===== src/rtl/retstack_pkg.sv =====
package retstack_pkg;
    // Sequencer states for the two-cycle return
    typedef enum logic [0:0] {
        ST_READY = 1'b0,
        ST_SLOT  = 1'b1
    } rs_state_e;

    // Upper fifteen bits of the return word; bit 0 is the fast-restore select
    localparam logic [14:0] RET_OPC_HI = 15'h0009;
endpackage


===== src/rtl/retstack_decode.sv =====
module retstack_decode
    import retstack_pkg::*;
(
    input  logic [15:0] word,
    output logic        is_ret,
    output logic        fast
);
    always_comb begin
        is_ret = (word[15:1] == RET_OPC_HI);
        fast   = word[0];
    end
endmodule


===== src/rtl/retstack_lifo.sv =====
module retstack_lifo #(
    parameter int DEPTH = 31,
    parameter int AW    = 21
) (
    input  logic          clk,
    input  logic          rst_n,
    input  logic          push,
    input  logic [AW-1:0] push_data,
    input  logic          pop,
    output logic [AW-1:0] top_data,
    output logic          empty,
    output logic          ovf,
    output logic          unf
);
    localparam int PW = $clog2(DEPTH + 1);
    localparam int IW = (DEPTH > 1) ? $clog2(DEPTH) : 1;

    logic [AW-1:0] mem [DEPTH];
    logic [PW-1:0] ptr;
    logic          full;
    logic [IW-1:0] wr_idx;
    logic [IW-1:0] rd_idx;

    always_comb begin
        empty    = (ptr == '0);
        full     = (ptr == PW'(DEPTH));
        wr_idx   = IW'(ptr);
        rd_idx   = IW'(ptr - PW'(1));
        top_data = empty ? '0 : mem[rd_idx];
    end

    // storage array: written only on an accepted push
    always_ff @(posedge clk) begin
        if (push && !pop && !full) begin
            mem[wr_idx] <= push_data;
        end
    end

    // pointer and sticky error flags
    always_ff @(posedge clk or negedge rst_n) begin
        if (!rst_n) begin
            ptr <= '0;
            ovf <= 1'b0;
            unf <= 1'b0;
        end else begin
            if (pop) begin
                if (empty) unf <= 1'b1;
                else       ptr <= ptr - PW'(1);
            end else if (push) begin
                if (full) ovf <= 1'b1;
                else      ptr <= ptr + PW'(1);
            end
        end
    end
endmodule


===== src/rtl/retstack_shadow.sv =====
module retstack_shadow #(
    parameter int DATA_W = 8,
    parameter int BANK_W = 4
) (
    input  logic              clk,
    input  logic              rst_n,
    input  logic              wr,
    input  logic [DATA_W-1:0] wr_w,
    input  logic [DATA_W-1:0] wr_status,
    input  logic [BANK_W-1:0] wr_bsr,
    input  logic              cap,
    input  logic              restore,
    output logic [DATA_W-1:0] w_q,
    output logic [DATA_W-1:0] status_q,
    output logic [BANK_W-1:0] bsr_q,
    output logic [DATA_W-1:0] sh_w,
    output logic [DATA_W-1:0] sh_status,
    output logic [BANK_W-1:0] sh_bsr
);
    // live registers: restore outranks a core write
    always_ff @(posedge clk or negedge rst_n) begin
        if (!rst_n) begin
            w_q      <= '0;
            status_q <= '0;
            bsr_q    <= '0;
        end else if (restore) begin
            w_q      <= sh_w;
            status_q <= sh_status;
            bsr_q    <= sh_bsr;
        end else if (wr) begin
            w_q      <= wr_w;
            status_q <= wr_status;
            bsr_q    <= wr_bsr;
        end
    end

    // shadow copies, loaded together
    always_ff @(posedge clk or negedge rst_n) begin
        if (!rst_n) begin
            sh_w      <= '0;
            sh_status <= '0;
            sh_bsr    <= '0;
        end else if (cap) begin
            sh_w      <= w_q;
            sh_status <= status_q;
            sh_bsr    <= bsr_q;
        end
    end
endmodule


===== src/rtl/retstack_ctrl.sv =====
module retstack_ctrl
    import retstack_pkg::*;
#(
    parameter int DEPTH  = 31,
    parameter int PC_W   = 21,
    parameter int DATA_W = 8,
    parameter int BANK_W = 4
) (
    input  logic              clk,
    input  logic              rst_n,
    input  logic              instr_valid,
    input  logic [15:0]       instr_word,
    input  logic              push_en,
    input  logic [PC_W-1:0]   push_addr,
    input  logic              core_wr,
    input  logic [DATA_W-1:0] core_w,
    input  logic [DATA_W-1:0] core_status,
    input  logic [BANK_W-1:0] core_bsr,
    input  logic              shadow_cap,
    output logic [PC_W-1:0]   pc_q,
    output logic [DATA_W-1:0] w_q,
    output logic [DATA_W-1:0] status_q,
    output logic [BANK_W-1:0] bsr_q,
    output logic [DATA_W-1:0] shadow_w,
    output logic [DATA_W-1:0] shadow_status,
    output logic [BANK_W-1:0] shadow_bsr,
    output logic              busy,
    output logic              underflow,
    output logic              overflow
);
    rs_state_e state_q, state_d;

    logic            dec_ret, dec_fast;
    logic            accept, do_pop, do_push, do_restore;
    logic [PC_W-1:0] tos;
    logic            stk_empty;

    retstack_decode u_dec (
        .word   (instr_word),
        .is_ret (dec_ret),
        .fast   (dec_fast)
    );

    // state register
    always_ff @(posedge clk or negedge rst_n) begin
        if (!rst_n) state_q <= ST_READY;
        else        state_q <= state_d;
    end

    // next state and control outputs
    always_comb begin
        state_d    = state_q;
        accept     = 1'b0;
        busy       = 1'b0;
        unique case (state_q)
            ST_READY: begin
                accept = instr_valid && dec_ret;
                if (accept) state_d = ST_SLOT;
            end
            ST_SLOT: begin
                busy    = 1'b1;
                state_d = ST_READY;
            end
            default: state_d = ST_READY;
        endcase
        do_pop     = accept;
        do_restore = accept && dec_fast;
        do_push    = push_en && !accept;
    end

    retstack_lifo #(.DEPTH(DEPTH), .AW(PC_W)) u_lifo (
        .clk       (clk),
        .rst_n     (rst_n),
        .push      (do_push),
        .push_data (push_addr),
        .pop       (do_pop),
        .top_data  (tos),
        .empty     (stk_empty),
        .ovf       (overflow),
        .unf       (underflow)
    );

    retstack_shadow #(.DATA_W(DATA_W), .BANK_W(BANK_W)) u_shd (
        .clk       (clk),
        .rst_n     (rst_n),
        .wr        (core_wr),
        .wr_w      (core_w),
        .wr_status (core_status),
        .wr_bsr    (core_bsr),
        .cap       (shadow_cap),
        .restore   (do_restore),
        .w_q       (w_q),
        .status_q  (status_q),
        .bsr_q     (bsr_q),
        .sh_w      (shadow_w),
        .sh_status (shadow_status),
        .sh_bsr    (shadow_bsr)
    );

    // program counter: loaded only by a non-empty pop
    always_ff @(posedge clk or negedge rst_n) begin
        if (!rst_n)                   pc_q <= '0;
        else if (do_pop && !stk_empty) pc_q <= tos;
    end
endmodule


===== config.mk =====
export PLATFORM = sky130hd
export DESIGN_NAME = retstack_ctrl
export DESIGN_NICKNAME = d
export VERILOG_FILES = /design/src/rtl/retstack_pkg.sv /design/src/rtl/retstack_decode.sv /design/src/rtl/retstack_lifo.sv /design/src/rtl/retstack_shadow.sv /design/src/rtl/retstack_ctrl.sv
export SDC_FILE = /design/constraint.sdc
export NUM_CORES = 1
export LEC_CHECK = 0
export BUFFER_PORTS_ARGS = -buffer_cell sky130_fd_sc_hd__clkbuf_2
export CAP_MARGIN = 40
export CORE_MARGIN = 2
export CORE_UTILIZATION = 40
export DETAILED_ROUTE_END_ITERATION = 10
export MAX_ROUTING_LAYER = met4
export PLACE_DENSITY = 0.54
export SYNTH_ARGS = -nofsm -noshare
export SYNTH_HDL_FRONTEND = slang
export SYNTH_SLANG_ARGS = --single-unit

===== constraint.sdc =====
create_clock -name clk -period 3.92 [get_ports clk]
set_clock_uncertainty 0.1 [all_clocks]
set_input_delay 0 -clock clk [delete_from_list [all_inputs] [get_ports clk]]
set_output_delay 0 -clock clk [all_outputs]
set_load 0.03 [all_outputs]

Yosys cells after proc, flatten, opt, wreduce, memory -nomap -nowiden:

Memories as Yosys holds them, arrays and structs flattened. A register that Yosys moved wholly into a read port is not among the register bits.
Index checks and enable logic that the tools add are counted.

* add/sub/neg operators: 2
* multiply operators: 0
* divide/modulo/power cells: 0
* order comparisons: 0
* equality and inequality tests: 4
* shifts and indexed selects: 0
* multiplexer cells: 16
* bitwise logic cells: 2
* reductions and logical operators: 16

Operator list (count)
* 8-bit 2-to-1 mux: 4
* 5-bit 2-to-1 mux: 4
* 15-bit by 4-bit equality test with 1-bit output (second input constant): 1
* 4-bit 2-to-1 mux: 2
* 1-bit logical AND: 6
* 3-bit AND reduction: 2
* 5-bit by 1-bit adder with 5-bit output (second input constant): 1
* 5-bit equality test (second input constant): 1
* 5-bit logical NOT: 1
* 1-bit 2-to-1 mux: 5
* 5-bit by 1-bit subtractor with 5-bit output (second input constant): 1
* 1-bit logical NOT: 4
* 2-bit != test (second input constant): 2
* 2-bit nonzero test: 2
* 1-bit inverter: 2
* 1-bit one-hot mux with 2 select lines: 1
* 2-bit AND reduction: 1

* register bits: 48
* bits in latches: 0
* memory bits (writable): 651
* bits in read-only memories: 0
* input bits: 63
* output and inout bits: 64
* memories kept: 1

Memories
* u_lifo.mem: depth 31, width 21, rd ports 1, clocked after memory_dff 1, write ports 1, RTL line retstack_lifo.sv:18 `logic [AW-1:0] mem [DEPTH];`

Logic depth before layout (Yosys ltp):

Gate-level depths: netlist of the first run.

* depth in word-level cells: 9
* depth in mapped cells: 11
* gate-level depth less buffers: 8

Cells and area by module:

From an unflattened synthesis of the first run, not the netlist that was laid out.

* cell total of the unflattened synthesis: 1269
* area, all modules: 28068.2 um^2

Modules (own cells, without submodules)
* retstack_lifo: instances 1, cells an instance 1086, area an instance 25421.9 um^2, seq. area each 19723.9 um^2
* retstack_shadow: instances 1, cells an instance 128, area an instance 1660.3 um^2, seq. area each 1001.0 um^2
* retstack_ctrl: instances 1, cells an instance 49, area an instance 940.9 um^2, seq. area each 550.5 um^2
* retstack_decode: instances 1, cells an instance 6, area an instance 45.0 um^2, seq. area each 0.0 um^2

Worst setup path before layout of the first run:

OpenSTA, ideal clock, no wires.

* path type: flip-flop to flip-flop
* from: register u_lifo.ptr[3]
* to: memory u_lifo.mem[26][0] (enable)
* library setup time: 0.399 ns
* arrival: 2.538 ns
* path slack: 0.884 ns
* stages on the path, launching flop included: 9
* path buffers: 2
* clock period less this slack: 3.036 ns
* path through: dfrtp_1 > buf_2 > buf_1 > and3_1 > ha_1 > nand2b_1 > nor2_1 > nand2_1 > nor2_1

* longest elaborated chain between the ends: 5

Ends and longest elaborated chain
* start, declared: RTL line retstack_lifo.sv:19 `logic [PW-1:0] ptr;`
* start signal, assigned: RTL line retstack_lifo.sv:48 `else ptr <= ptr - PW'(1);`
* start signal, assigned: RTL line retstack_lifo.sv:51 `else ptr <= ptr + PW'(1);`
* 5-bit equality test: RTL line retstack_lifo.sv:26 `full = (ptr == PW'(DEPTH));`
* 1-bit logical NOT: RTL line retstack_lifo.sv:34 `if (push && !pop && !full) begin`
* 1-bit logical AND: RTL line retstack_lifo.sv:34
* 1-bit 2-to-1 mux: RTL line retstack_lifo.sv:34
* 1-bit 2-to-1 mux (not written as such): RTL line retstack_lifo.sv:35 `mem[wr_idx] <= push_data;`
* end, declared: RTL line retstack_lifo.sv:18

Parallel ways exist; a longest one is shown, timed or not.

Final worst setup path of the first run:

* from: register u_lifo.ptr[0]
* to: register pc_q[11] (read register of u_lifo.mem)

* longest elaborated chain between the ends: 3
* elaborated cells between the ends (all ways): 4
* classes of those cells: add/sub (1); reduce/logical (3)

Ends and longest elaborated chain
* branches (longest 3 deep; another with 5-bit by 1-bit subtractor with 5-bit output)
* end, declared: RTL line retstack_ctrl.sv:20 `output logic [PC_W-1:0] pc_q,`

Several ways; the timed one is not identified.
A chain may end at the register's enable or synchronous reset.

==> flow_summary.yaml, run 1 <==
min_path:
  hold_path_end: "u_lifo.mem[13][19]$_DFFE_PP_"
  hold_path.startpoint: "push_addr[19]"
  worst_hold_path_type: "in2reg"
  min_path_cells: 1
critical_path:
  rr_worst_depth: 9
  crit_path_start_kind: "register"
  ff2ff_setup_slack_ps: 530
  crit_fanout: 93
  cp.arrival_ps: 3790
  reg2reg_from: "u_lifo.ptr[0]$_DFFE_PN0P_"
  required_ps: 4320
  r2r_end: "pc_q[11]$_DFFE_PN0P_"
  crit_path_end_kind: "register"
  crit_type: "reg2reg"
global_route:
  grt_pass1_vias: 16090
  grtUsageTotal_pct: 20.79
  grt_max_degree: 94
  overflow: 0
  grt_pass1_wl_um: 106300
  antenna_found_initial: 0
yosys:
  synth-warning-count: 0
  netlist_instances: 1763
  synthXorXnorAreaFrac_pct: 0.2766
  syn_avg_cell_area_um2: 15.91
  ys.flop_type: "edfxtp_1"
  synth_top_family_by_area: "simple AND/OR/NAND/NOR gates"
  synth.area.mux_share_pct: 8.152
  async_flop_share_pct: 9.583
  ys_seq_elements: 720
  yosys.area_share.simple_pct: 9.329
  synth_compound_area_share_pct: 4.417
  synth_fa_ha_area_share_pct: 0.2677
  yosys.cell_types.count: 48
  syn_nets: 1832
  synth-edff-count: 651
  syn_area_um2: 28040
  ys_seq_area_share_pct: 75.87
clocking:
  htree_num_levels: 3
  post_cts_buffers: 0
  clk_latency_ps: 610
  cts_sinks: 720
  cts-resized-gates: 0
  path_clk_slew_ps: 60
  cts_buffer_depth: 3
  cts_inserted_buffers: 76
  cts_tree: "built"
  cts-root-buf: "clkbuf_16"
detailed_routing:
  ant_nets: 0
  dr.pass1.iters: 5
  num_vias: 16110
  totalWireLength_um: 71880
  wl_per_cell_um: 24.03
  viasPerCell: 5.385
  drtIter0Drc: 1599
  drc: 0
die:
  die_area_um2: 72240
  core_area_um2: 69660
  io-pin-count: 127
  num_rows: 97
  die_w_um: 268.8
  start_util_pct: 40.25
  die-height_um: 268.8
finish:
  nets: 2059
  drive_gt1_share_pct: 20.98
  final_common_cell: "edfxtp_1"
  layout.cells.non_filler: 2991
  final_area_um2: 33430
  fill_cells: 6014
  layout_common_cells: "651 x edfxtp_1, 329 x nand2_1, 152 x nand3_1"
  area_delta_synth_final_pct: 19.19
run_status:
  status: "finished, final reports clean"
placed_design:
  dpl_cell_area_um2: 30210
  hpwl_um: 40770
  numPortBuffers: 126
  gp_congestion: 0.7877
  post-place-cells: 2784
pwr:
  cellPowerDensity_nw_per_um2: 759.4
  ir_worst_vdd_mv: 0.7383
  p_leak_nw: 11.71
timing:
  slew_viol_final: 0
  tns_ps: 0
  setup_viol: 0
  rsz0062_at_grt: "no"
  hold_viol: 0
  max_freq_mhz: 295.0
  slew_headroom_pct: 45.53
  min_period_ps: 3390
  fin_crit_sh_pct: 86.47
  worst_pin_slew_ps: 817.0
flow_run:
  max_cap_viol_count: 0
-- final cells by class --
cell class                 count  area, µm²  area share [%]
multi-input combinational    932       6470           19.36
timing repair buffer         256       1964           5.877
inverter                       4      15.01         0.04492
antenna                        1      2.502        0.007486
tap                          940       1176           3.519
sequential                   720      21280           63.66
clock inverter                42      489.2           1.464
clock buffer                  96       2029           6.072
-- registers in the layout, indices dropped and copies added, names as in the netlist, 5 cells and up --
name,cells
u_shd.sh_status,8
pc_q,21
u_shd.status_q,8
u_lifo.mem,651
u_shd.w_q,8
u_shd.sh_w,8
u_lifo.ptr,5
-- worst max-delay path by stage --
stage,startpoint,endpoint,slack [ps],cells past startpoint
floorplan,u_lifo.ptr[3]$_DFFE_PN0P_,u_lifo.mem[26][0]$_DFFE_PP_,880,8
global placement,u_lifo.ptr[0]$_DFFE_PN0P_,pc_q[20]$_DFFE_PN0P_,630,9
detailed placement,u_lifo.ptr[1]$_DFFE_PN0P_,pc_q[15]$_DFFE_PN0P_,570,9
CTS,u_lifo.ptr[1]$_DFFE_PN0P_,pc_q[15]$_DFFE_PN0P_,570,9
global route,u_lifo.ptr[1]$_DFFE_PN0P_,pc_q[15]$_DFFE_PN0P_,260,9
finish,u_lifo.ptr[0]$_DFFE_PN0P_,pc_q[11]$_DFFE_PN0P_,530,9
-- timing repair --
action,in CTS,in global routing
hold buffers,68,0
endpoints found under the setup margin,0,0
endpoints found under the hold margin,680,0
-- cell usage after synthesis, types with 3 or more instances --
| master | n | area [µm²] |
|---|---|---|
| a21oi_1 | 24 | 120.1 |
| mux4_2 | 63 | 1419 |
| dfrtp_1 | 69 | 1727 |
| buf_2 | 43 | 215.2 |
| nand3_1 | 152 | 760.7 |
| inv_1 | 4 | 15.01 |
| nand2b_1 | 3 | 18.77 |
| clkbuf_1 | 61 | 229.0 |
| a211o_1 | 21 | 183.9 |
| nand2_1 | 329 | 1235 |
| nor2_1 | 80 | 300.3 |
| xnor2_1 | 5 | 43.79 |
| mux2_2 | 21 | 236.5 |
| o221ai_1 | 21 | 183.9 |
| edfxtp_1 | 651 | 19550 |
| a32oi_1 | 21 | 183.9 |
| mux2i_1 | 63 | 630.6 |
| nor4_1 | 25 | 156.4 |
| a41oi_1 | 21 | 183.9 |
| a31oi_1 | 23 | 143.9 |
| ha_1 | 6 | 75.07 |
| a21o_1 | 21 | 157.7 |
| o21ai_0 | 3 | 15.01 |
| nor3_1 | 3 | 15.01 |
-- worst max-delay path, stage by stage, from the launching register on --
cell	delay, ps
dfrtp_4	490
inv_1	250
ha_1	640
xor2_4	300
buf_12	400
mux2i_1	250
a32oi_1	80
a31oi_1	380
nor4_1	110
a21o_1	190
-- logic make-up (layout without fill, tap and decap cells) --
group                    Yosys count  in the layout
AO/OA/AOI/OAI                    163            163
XOR/XNOR                           8              8
adder cells (fa/ha/maj)            6              6
buffers and inverters            111            398
flip-flops                       720            720
multiplexers                     147            147
other                              0              1
AND/OR/NAND/NOR                  608            608
-- metrics by stage --
stage                     hold slack, ps  utilization (%)  total power [mW]  setup slack (ps)
after floorplan                   -395.6                -             15.02             883.6
after global placement            -85.44            43.37             18.20             634.3
after detailed placement          -78.84            43.37             18.26             570.8
after CTS                         0.8602            47.98             25.60             570.9
after global routing               60.62            47.98             26.61             264.3
final                              30.20            47.98             25.38             530.4
-- power by group --
group	internal, mW	switching [mW]	leakage, nW
clock	4.34	2.92	1.22
sequential	8.86	0.223	6.72
combinational	3.12	5.92	3.76
total	16.3	9.07	11.7
-- metal layers --
metal  global-route usage [%]  part of all wire (%)  vias up
met5                        -                     0        -
met4                    5.480                   1.8        0
met3                    3.215                   6.1      108
met2                    32.61                    48      513
met1                    28.49                    44     8252
li1                         -                     -     7234
No activity file was read; power rests on OpenSTA's default activity.
==> run 2, diff against run 1 <==
CORE_MARGIN = 3   (was 2)
==> flow_summary.yaml, run 2 (synthesized netlist as in run 1, its figures left out) <==
timing:
  tns_ps: 0
  min_period_ps: 3485
  slew_viol_final: 0
  rsz0062_at_grt: "no"
  hold_viol: 31
  max_freq_mhz: 286.9
  hold_ws_ps: -16.44
  worst_pin_slew_ps: 908.8
  slew_headroom_pct: 39.22
  setup_viol: 0
  fin_crit_sh_pct: 88.90
die:
  num_rows: 96
  io-pin-count: 127
  die-height_um: 270.8
  core_area_um2: 69070
  die_area_um2: 73320
  die_w_um: 270.8
  start_util_pct: 40.60
pwr:
  p_clk_share_pct: 28.3
  ir_worst_vdd_mv: 0.5855
  cellPowerDensity_nw_per_um2: 768.7
  finalPower_mw: 25.64
  p_seq_share_pct: 35.3
  p_comb_share_pct: 36.4
  p_leak_nw: 11.70
  swShare_pct: 36.19
  intPower_mw: 16.36
  p_sw_mw: 9.279
detailed_routing:
  num_vias: 16360
  wl_per_cell_um: 24.85
  ant_nets: 0
  totalWireLength_um: 74160
  drc: 0
  drtIter0Drc: 1584
  viasPerCell: 5.482
  dr.pass1.iters: 5
placed_design:
  gp_congestion: 0.7866
  numPortBuffers: 126
  hpwl_um: 42340
critical_path:
  r2r_end: "pc_q[19]$_DFFE_PN0P_"
  crit_path_end_kind: "register"
  reg2reg_from: "state_q$_DFF_PN0_"
  ff2ff_setup_slack_ps: 430
  max_stage_delay_ps: 670
  path_cells: "nor4_1, dlygate4sd3_1, nand2_1, dlygate4sd3_1, a2111o_2, dlygate4sd3_1, a21o_1"
  crit_fanout: 4
  cp_slowest_cell: "dlygate4sd3_1"
  crit_type: "reg2reg"
  cpMostUsedCell: "dlygate4sd3_1"
  cp-endpoint: "pc_q[19]$_DFFE_PN0P_"
  rr_worst_depth: 7
  cp.arrival_ps: 3880
  required_ps: 4310
  cp-startpoint: "state_q$_DFF_PN0_"
  crit_path_start_kind: "register"
global_route:
  grt_pass1_wl_um: 110500
  antenna_found_initial: 1
  grtUsageTotal_pct: 20.78
  grt_max_degree: 64
  overflow: 0
  grt_pass1_vias: 16590
clocking:
  hold_buffers: 61
  cts_tree: "built"
  cts-root-buf: "clkbuf_16"
  clk_latency_ps: 610
  cts-resized-gates: 0
  htree_num_levels: 3
  path_clk_slew_ps: 60
  post_cts_buffers: 0
  cts_inserted_buffers: 77
  cts_sinks: 720
  cts_buffer_depth: 3
run_status:
  status: "finished with violations"
  violations: "hold timing"
finish:
  largest_reg_flops: 651
  reg_top3: "u_lifo.mem (651), pc_q (21)"
  layout_common_cells: "651 x edfxtp_1, 329 x nand2_1, 152 x nand3_1"
  drive_gt1_share_pct: 21.53
  nets: 2061
  final_common_cell: "edfxtp_1"
  top_register: "u_lifo.mem"
  fill_cells: 5932
  diodes: 0
  area_delta_synth_final_pct: 18.96
min_path:
  worst_hold_path_type: "in2reg"
flow_run:
  max_cap_viol_count: 0
[run 2: changes by cell type in the layout (fill, tap and decap cells not counted), moves of 2 or more]
cell and change:
buf_4 +12, dlygate4sd3_1 -7, buf_12 -5, clkbuf_8 +5
bufinv_16 -3, clkinv_1 -3, inv_6 +2
[run 2: routing by layer]
layer / GRT usage (%) / vias to the layer above / routed length, µm
li1: - / 7236 / -
met1: 28.19 / 8433 / 32100
met2: 32.34 / 576 / 35440
met3: 3.414 / 113 / 4688
met4: 6.545 / 0 / 1930
met5: - / - / 0
[run 2: critical path, delay by kind of cell, from the launching register on]
| kind | cells | cell delay (ps) |
|---|---|---|
| AO/OA/AOI/OAI | 2 | 700 |
| flip-flops | 1 | 400 |
| buffers and inverters | 3 | 1890 |
| AND/OR/NAND/NOR | 2 | 280 |
[run 2: worst min path at each step]
| stage | startpoint | to | cells past startpoint |
|---|---|---|---|
| 2_1_floorplan | rst_n | pc_q[0]$_DFFE_PN0P_ | 0 |
| 3_3_place_gp | rst_n | u_shd.sh_status[1]$_DFFE_PN0P_ | 1 |
| 3_5_place_dp | rst_n | u_shd.sh_status[1]$_DFFE_PN0P_ | 1 |
| 4_1_cts | push_addr[2] | u_lifo.mem[27][2]$_DFFE_PP_ | 1 |
| 5_1_grt | push_addr[2] | u_lifo.mem[30][2]$_DFFE_PP_ | 1 |
| 6_report | push_addr[2] | u_lifo.mem[25][2]$_DFFE_PP_ | 1 |
[run 2: cell type report]
type	count	area [µm²]	area share, %
clock buffers	103	2127	6.376
clock inverters	37	391.6	1.174
inverters	4	15.01	0.04501
multi-input cells	932	6470	19.39
flip-flops and latches	720	21280	63.79
well taps	931	1165	3.492
repair buffers	257	1912	5.731
[run 2: per-stage QoR]
step / instances / instance area (µm²) / utilization, % / setup WS, ps / hold WS, ps
after CTS: 2984 / 33360 / 48.30 / 391.7 / 8.200
final: 2984 / 33360 / 48.30 / 434.9 / -16.44
after global placement: 2782 / 30190 / 43.72 / 427.8 / -76.79
after global routing: 2984 / 33360 / 48.30 / 277.8 / 26.00
after detailed placement: 2783 / 30210 / 43.74 / 487.0 / -65.89
after floorplan: 1763 / 28040 / - / 883.6 / -395.6
[run 2: power groups by stage]
stage                     registers (mW)  clock network, mW  logic [mW]
final                               9.05               7.26        9.33
after global routing                9.09               7.75        10.1
after CTS                           9.05               7.42        9.46
after detailed placement            9.20                  0        9.36
after global placement              9.19                  0        9.35
after floorplan                     9.24                  0        5.77
==> run 3, diff against run 2 <==
CORE_MARGIN = default   (was 3)
CORE_UTILIZATION = 61   (was 40)
PLACE_DENSITY = 0.77   (was 0.54)
clock period = 3.8 ns   (was 3.92 ns; I/O delays follow)
==> flow_summary.yaml, run 3 (synthesized netlist as in run 1, its figures left out) <==
run_status:
  status: "finished, final reports clean"
finish:
  largest_reg_flops: 651
  area_delta_synth_final_pct: 16.67
  reg_top3: "u_lifo.mem (651), pc_q (21)"
  fill_cells: 2696
  layout_common_cells: "651 x edfxtp_1, 329 x nand2_1, 152 x nand3_1"
  final_area_um2: 32720
  diodes: 0
  drive_gt1_share_pct: 20.43
  final_common_cell: "edfxtp_1"
  final_core_utilization_pct: 72.10
  top_register: "u_lifo.mem"
  nets: 2059
global_route:
  grt_pass1_vias: 16740
  grtUsageTotal_pct: 29.77
  overflow: 0
  grt_max_degree: 95
  grt_pass1_wl_um: 100100
  antenna_found_initial: 0
pwr:
  ir_worst_vdd_mv: 0.8162
  swShare_pct: 36.03
  finalPower_mw: 25.37
  p_sw_mw: 9.142
  p_clk_share_pct: 26.3
  p_comb_share_pct: 36.7
  p_leak_nw: 11.58
  cellPowerDensity_nw_per_um2: 775.5
  intPower_mw: 16.23
  p_seq_share_pct: 37.0
timing:
  hold_viol: 0
  hold_ws_ps: 48.80
  slew_viol_final: 0
  slew_headroom_pct: 46.18
  max_freq_mhz: 288.3
  rsz0062_at_grt: "no"
  setup_viol: 0
  fin_crit_sh_pct: 91.28
  worst_pin_slew_ps: 805.4
  tns_ps: 0
  min_period_ps: 3469
clocking:
  cts_sinks: 720
  cts_buffer_depth: 3
  path_clk_slew_ps: 60
  cts_tree: "built"
  cts-root-buf: "clkbuf_16"
  cts_inserted_buffers: 71
  hold_buffers: 69
  htree_num_levels: 3
  clk_latency_ps: 610
  post_cts_buffers: 0
  cts-resized-gates: 0
critical_path:
  crit_type: "reg2reg"
  cp.arrival_ps: 3870
  crit_path_end_kind: "register"
  crit_fanout: 90
  required_ps: 4200
  crit_path_start_kind: "register"
placed_design:
  dpl_cell_area_um2: 29820
  numPortBuffers: 126
  hpwl_um: 36420
  gp_congestion: 0.8682
detailed_routing:
  num_vias: 16860
  ant_nets: 0
  drc: 0
  dr.pass1.iters: 7
  viasPerCell: 6.373
  wl_per_cell_um: 25.32
  totalWireLength_um: 67000
  drtIter0Drc: 2144
die:
  num_rows: 78
  io-pin-count: 127
  die_w_um: 216.4
  die-height_um: 216.4
  core_area_um2: 45380
  start_util_pct: 61.79
  die_area_um2: 46830
flow_run:
  max_cap_viol_count: 0
min_path:
  worst_hold_path_type: "in2reg"
[run 3: path summary, 6_finish.rpt]
check,startpoint,cells past startpoint,slack [ps],to
worst max-delay path,u_lifo.ptr[0]$_DFFE_PN0P_,10,330,pc_q[8]$_DFFE_PN0P_
worst min-delay path,push_addr[1],1,50,u_lifo.mem[21][1]$_DFFE_PP_
worst max register to register,u_lifo.ptr[0]$_DFFE_PN0P_,10,330,pc_q[8]$_DFFE_PN0P_
worst min register to register,pc_q[15]$_DFFE_PN0P_,1,380,pc_q[15]$_DFFE_PN0P_
max in group asynchronous,rst_n,5,2330,u_shd.status_q[6]$_DFFE_PN0P_
min in group asynchronous,rst_n,4,430,u_shd.sh_status[0]$_DFFE_PN0P_
[run 3: per-stage QoR]
stage,instances,setup slack (ps)
after floorplan,1763,763.6
after global placement,2446,532.5
after detailed placement,2447,419.1
after CTS,2645,369.1
after global routing,2646,146.0
final,2646,331.2
[run 3: power groups by stage]
stage	logic (mW)	clock network [mW]	registers, mW
6_report	9.32	6.67	9.38
5_1_grt	9.92	7.03	9.42
4_1_cts	9.26	6.74	9.37
3_5_place_dp	9.06	0	9.53
3_3_place_gp	8.85	0	9.50
2_1_floorplan	5.95	0	9.54
[run 3: area by class of cell]
class                      instances  area [µm²]  area share, %
tap                              600       750.7          2.295
sequential                       720       21280          65.04
timing repair buffer             261        2009          6.142
clock buffer                      98        1961          5.993
multi-input combinational        932        6469          19.77
clock inverter                    31       234.0         0.7151
inverter                           4       15.01        0.04589
[run 3: critical path, cell delays in order (launching register included)]
cell	delay, ps
dfrtp_4	490
inv_1	240
ha_1	660
xor2_4	250
buf_12	390
buf_4	360
mux2i_1	260
a32oi_1	100
a31oi_1	200
nor4_1	70
a21o_1	180
[run 3: layer usage]
metal  track usage (%)  up-vias  share of wire [%]
met2             46.06     1078                 49
met3             5.025      151                 10
met5                 -        -                  0
met4             12.28        0                3.5
li1                  -     7235                  -
met1             39.81     8399                 38
